$ cat config.mk
export PLATFORM = sky130hd
export DESIGN_NAME = clkmon_sync_watch
export DESIGN_NICKNAME = d
export VERILOG_FILES = /design/src/rtl/clkmon_pkg.sv /design/src/rtl/clkmon_edge.sv /design/src/rtl/clkmon_ratio.sv /design/src/rtl/clkmon_window.sv /design/src/rtl/clkmon_sync_watch.sv
export SDC_FILE = /design/constraint.sdc
export NUM_CORES = 1
export LEC_CHECK = 0
export BUFFER_PORTS_ARGS = -buffer_cell sky130_fd_sc_hd__buf_2
export CORE_MARGIN = 5
export CORE_UTILIZATION = 35
export DETAILED_ROUTE_END_ITERATION = 8
export GPL_ROUTABILITY_DRIVEN = 0
export PLACE_DENSITY = 0.63
export SLEW_MARGIN = 25
export SYNTH_ARGS = -nofsm -noshare
export SYNTH_HDL_FRONTEND = slang
export SYNTH_HIERARCHICAL = 1
export SYNTH_SLANG_ARGS = --single-unit
export TNS_END_PERCENT = 20
$ cat constraint.sdc
create_clock -name clk -period 2.21 [get_ports clk]
set_input_delay 0.663 -clock clk [delete_from_list [all_inputs] [get_ports clk]]
set_output_delay 0.663 -clock clk [all_outputs]
set_load 0.01 [all_outputs]
$ cat src/rtl/clkmon_pkg.sv
`timescale 1ns/1ps
package clkmon_pkg;

    localparam int SEL_W = 2;

    typedef enum logic [1:0] {
        ST_OFF   = 2'd0,
        ST_INIT  = 2'd1,
        ST_SEEK  = 2'd2,
        ST_TRACK = 2'd3
    } mon_state_e;

endpackage

$ cat src/rtl/clkmon_edge.sv
`timescale 1ns/1ps
// Rising-edge detector for a level already synchronous to clk.
module clkmon_edge (
    input  logic clk,
    input  logic rst_n,
    input  logic lvl,
    output logic rise
);
    logic prev_q;

    always_ff @(posedge clk or negedge rst_n) begin
        if (!rst_n) prev_q <= 1'b0;
        else        prev_q <= lvl;
    end

    assign rise = lvl & ~prev_q;
endmodule

$ cat src/rtl/clkmon_ratio.sv
`timescale 1ns/1ps
// Decodes the ratio select into the expected frame period in clk cycles.
module clkmon_ratio
    import clkmon_pkg::*;
#(
    parameter int BASE  = 128,
    parameter int CNT_W = 10
) (
    input  logic [SEL_W-1:0] sel,
    output logic [CNT_W-1:0] period
);
    always_comb begin
        period = CNT_W'(BASE) * (CNT_W'(sel) + CNT_W'(1));
    end
endmodule

$ cat src/rtl/clkmon_window.sv
`timescale 1ns/1ps
// Tolerance window: late when the running count reaches period+slip,
// early when an edge arrives at or below period-slip.
module clkmon_window #(
    parameter int CNT_W = 10,
    parameter int SLIP  = 384
) (
    input  logic [CNT_W-1:0] elapsed,
    input  logic [CNT_W-1:0] period,
    input  logic             edge_now,
    output logic             late,
    output logic             early
);
    localparam logic [CNT_W-1:0] SLIP_C = CNT_W'(SLIP);

    always_comb begin
        late  = (elapsed >= (period + SLIP_C));
        early = edge_now && (period > SLIP_C) && (elapsed <= (period - SLIP_C));
    end
endmodule

$ cat src/rtl/clkmon_sync_watch.sv
`timescale 1ns/1ps
module clkmon_sync_watch
    import clkmon_pkg::*;
#(
    parameter int BASE       = 128,
    parameter int SLIP_UNITS = 3,
    parameter int INIT_BITS  = 8
) (
    input  logic             clk,
    input  logic             rst_n,
    input  logic             pwr_dn,
    input  logic [SEL_W-1:0] ratio_sel,
    input  logic             bclk_in,
    input  logic             frame_in,
    output logic             ready_o,
    output logic             cnt_rst_o
);
    localparam int SLIP   = BASE * SLIP_UNITS;
    localparam int MAX_N  = BASE * (2 ** SEL_W);
    localparam int LIMIT  = MAX_N + SLIP;
    localparam int CNT_W  = $clog2(LIMIT + 1);
    localparam int INIT_W = $clog2(INIT_BITS + 1);
    localparam int N_IN   = 2;

    typedef struct packed {
        mon_state_e        st;
        logic [INIT_W-1:0] nbit;
        logic [CNT_W-1:0]  per;
        logic              ready;
        logic              pulse;
    } mon_t;

    mon_t q, d;

    // index 0: bit clock, index 1: frame clock
    logic [N_IN-1:0] lvl_in;
    logic [N_IN-1:0] rise_in;
    assign lvl_in = {frame_in, bclk_in};

    for (genvar gi = 0; gi < N_IN; gi++) begin : g_edge
        clkmon_edge u_edge (
            .clk  (clk),
            .rst_n(rst_n),
            .lvl  (lvl_in[gi]),
            .rise (rise_in[gi])
        );
    end

    logic             bclk_rise;
    logic             frame_rise;
    assign bclk_rise  = rise_in[0];
    assign frame_rise = rise_in[1];

    logic [CNT_W-1:0] exp_period;
    logic             late;
    logic             early;

    clkmon_ratio #(.BASE(BASE), .CNT_W(CNT_W)) u_ratio (
        .sel   (ratio_sel),
        .period(exp_period)
    );

    clkmon_window #(.CNT_W(CNT_W), .SLIP(SLIP)) u_win (
        .elapsed (q.per),
        .period  (exp_period),
        .edge_now(frame_rise),
        .late    (late),
        .early   (early)
    );

    always_comb begin
        d       = q;
        d.pulse = 1'b0;
        if (pwr_dn) begin
            d.st    = ST_OFF;
            d.nbit  = '0;
            d.per   = '0;
            d.ready = 1'b0;
        end else begin
            case (q.st)
                ST_OFF: begin
                    d.st   = ST_INIT;
                    d.nbit = '0;
                end
                ST_INIT: begin
                    if (bclk_rise) begin
                        if (q.nbit == INIT_W'(INIT_BITS - 1)) begin
                            d.st    = ST_SEEK;
                            d.nbit  = '0;
                            d.ready = 1'b1;
                        end else begin
                            d.nbit = q.nbit + INIT_W'(1);
                        end
                    end
                end
                ST_SEEK: begin
                    if (frame_rise) begin
                        d.st  = ST_TRACK;
                        d.per = CNT_W'(1);
                    end
                end
                ST_TRACK: begin
                    if (late || early) begin
                        d.pulse = 1'b1;
                        d.st    = ST_SEEK;
                        d.per   = '0;
                    end else if (frame_rise) begin
                        d.per = CNT_W'(1);
                    end else begin
                        d.per = q.per + CNT_W'(1);
                    end
                end
                default: d.st = ST_OFF;
            endcase
        end
    end

    always_ff @(posedge clk or negedge rst_n) begin
        if (!rst_n) begin
            q.st    <= ST_OFF;
            q.nbit  <= '0;
            q.per   <= '0;
            q.ready <= 1'b0;
            q.pulse <= 1'b0;
        end else begin
            q <= d;
        end
    end

    assign ready_o   = q.ready;
    assign cnt_rst_o = q.pulse;
endmodule

==> impl_metrics.tcl <==
set metrics [dict create \
    status "finished with violations" \
    violations "setup timing" \
    clk_pin_slew_ns 0.08 \
    drtIter0Drc 47 \
    crit_type "input port to flop" \
    drive_above_1_share 0.2985 \
    hold_buffers 0 \
    ys.flop_type "dfrtp_1" \
    drc_errors 0 \
    antenna_found_initial 0 \
    post-route-period-util 1.236 \
    power_density_nw_per_um2 412.8 \
    synthesis.area_um2 1568 \
    mostFrequentLayoutCell "dfrtp_1" \
    dieHeight_um 76.93 \
    diodes 0 \
    critPathMaxFanout 5 \
    die_w_um 76.93 \
    cts_buffers 3 \
    die-area_um2 5917 \
    cts_tree "yes" \
    grt_pass1_wl_um 5754 \
    initial_core_util 0.3601 \
    async_reset_ff_frac 1.000 \
    n_fill_cell 411 \
    syn_to_final_growth_pct 23.46 \
    setup_violations 12 \
    h-tree-depth 1 \
    cp.required_ns 2.40 \
    ir_worst_vdd_mv 0.2503 \
    synth_cells 174 \
    ios 9 \
    cts_sinks 20 \
    path_cells "buf_8 > ha_4 > inv_4 > ha_4 > inv_2 > ha_4 > and2_4 > nor2_2 > a41oi_2 > a21oi_2 > or3_4 > buf_6 > nor3_2 > o21ai_1 > o21ai_1" \
    dr.pass1.iters 4 \
    port_buffers 8 \
    p_leak_uw 0.0009133 \
    cp_num_buf_inv 4 \
    coreArea_um2 4354 \
    grt_setup_unrepaired "true" \
    slowest_delay_ns 0.45 \
    overflow 0 \
    vias_per_cell 5.075 \
    ff2ff_path_depth 10 \
    mostFrequentLayoutCells "dfrtp_1 (20), buf_4 (19), inv_1 (16), ha_1 (13)" \
    ys_seq_area_frac 0.3192 \
    max_freq_mhz 366.1 \
    worstSetupEndpointType "flop" \
    ant_nets 0 \
    grtUsageTotal 0.1171 \
    layout.nets 226 \
    hold_path_class "input port to asynchronous set/reset pin" \
    hold_violations 0 \
    syn_area_per_cell_um2 9.010 \
    worst_r2r_endpoint "q[5]$_DFFE_PN0P_" \
    critical_path.top_delay_family "adder cells" \
    wl_per_cell_um 12.83 \
    clockRootBuffer "clkbuf_8" \
    insertion_delay_ns 0.26 \
    p_total_uw 799.1 \
    synth.distinct_cells 45 \
    min_period_ns 2.732 \
    whs_ns 0.3434 \
    ys_ff_latch 20 \
    rr_startpoint "q[8]$_DFFE_PN0P_" \
    layout_setup_ws_ns -0.5219 \
    cp.depth 15 \
    row_count 24 \
    grt_pass1_vias 1235 \
    dpl.hpwl_um 2386 \
    crit_start "ratio_sel[0]" \
    cts_buffer_depth 2 \
    synth_edf_count 0 \
    crit_end "q[5]$_DFFE_PN0P_" \
    yosysWarnings 6 \
    routed-via-count 1284 \
    grt_max_degree 21 \
    path_common_cell "ha_4" \
    critPathArrivalTime_ns 2.92 \
    maxCapViolations 0 \
    finClkSkew_ns 0.006130 \
    start_kind "input port" \
    cpMaxStageDelayCell "or3_4" \
    maxSlewViolCount 0 \
    rrSetupSlack_ns -0.12 \
    wirelength_um 3247 \
]
[synthesized netlist by cell type (all sizes together), types with 3 or more instances]
cell	count	area, µm²
dfrtp	20	500.5
a211oi	5	37.54
o21ai	14	70.06
nand2	12	45.04
buf	12	90.08
nand3	3	15.01
a21o	4	30.03
inv	18	67.56
nor3	3	15.01
a21oi	11	66.32
ha	17	212.7
nor2b	3	33.79
nor2	14	60.06
nand4	5	31.28
[worst reg2reg max path, delay by kind of cell, from the launching register on]
| kind | cells | cell delay [ns] |
|---|---|---|
| adders and majority gates | 1 | 0.30 |
| AOI/OAI and AO/OA | 4 | 0.40 |
| DFF | 1 | 0.38 |
| and+or+nand+nor | 4 | 1.05 |
| buffers and inverters | 1 | 0.15 |
[cells by family (layout without fill, tap and decap cells)]
group | count (synthesis) | after routing | synth area share
AO/OA/AOI/OAI | 48 | 48 | 0.2195
adder cells (fa/ha/maj) | 17 | 17 | 0.1357
XOR/XNOR | 2 | 2 | 0.01118
AND/OR/NAND/NOR | 54 | 55 | 0.1979
other | 1 | 7 | 0.002392
flip-flops | 20 | 20 | 0.3192
buffers and inverters | 30 | 50 | 0.1006
multiplexers | 2 | 2 | 0.01357
[worst min-delay path by stage]
stage	start	to	slack, ns
2_1_floorplan	rst_n	cnt_rst_o$_DFF_PN0_	0.37
3_3_place_gp	q[12]$_DFFE_PN0P_	q[12]$_DFFE_PN0P_	0.53
3_5_place_dp	q[12]$_DFFE_PN0P_	q[12]$_DFFE_PN0P_	0.53
4_1_cts	rst_n	q[5]$_DFFE_PN0P_	0.36
5_1_grt	rst_n	q[5]$_DFFE_PN0P_	0.39
6_report	rst_n	q[5]$_DFFE_PN0P_	0.34
[metrics by stage]
step | setup WS (ns) | std cells | setup TNS (ns) | utilization | instance area, µm²
2_1_floorplan | -0.6972 | 180 | -6.554 | - | 1635
3_3_place_gp | -0.9126 | 246 | -9.542 | 0.4101 | 1785
3_5_place_dp | -0.9893 | 246 | -10.16 | 0.4101 | 1785
4_1_cts | -0.5051 | 252 | -5.091 | 0.4376 | 1906
5_1_grt | -0.6280 | 253 | -6.525 | 0.4445 | 1936
6_report | -0.5219 | 253 | -5.256 | 0.4445 | 1936
[flip-flops by register name, summed over array words and instances, names as in the netlist]
name and flops:
cnt_rst_o 1, g_edge.u_edge/prev_q 2, q 16, ready_o 1
[repair_timing]
action	in CTS	in global routing
pin swaps	8	7
gates cloned	1	0
buffers inserted	1	1
resized for setup	13	8
endpoints found under the setup margin	12	12
[per-layer routing]
metal / routed length [µm] / vias up / share of wire / GRT usage
met4: 19 / 0 / 0.0059 / 0.02098
met2: 1515 / 7 / 0.47 / 0.1834
met1: 1639 / 611 / 0.50 / 0.1659
li1: - / 664 / - / -
met3: 73 / 2 / 0.022 / 0.02576
met5: 0 / - / 0 / 0
[report_power, final]
part	switching [µW]	total [µW]	internal, µW
sequential	7.37	378	370
clock	122	281	158
combinational	73.8	141	66.8
[cell type report]
class / count / area (µm²) / area share
Clock buffer: 4 / 55.05 / 0.02844
Multi-Input combinational cell: 131 / 1035 / 0.5346
Tap cell: 52 / 65.06 / 0.03361
Sequential cell: 20 / 500.5 / 0.2586
Inverter: 18 / 70.07 / 0.03620
Timing Repair Buffer: 28 / 210.2 / 0.1086
(Power assumes the default switching activity.)
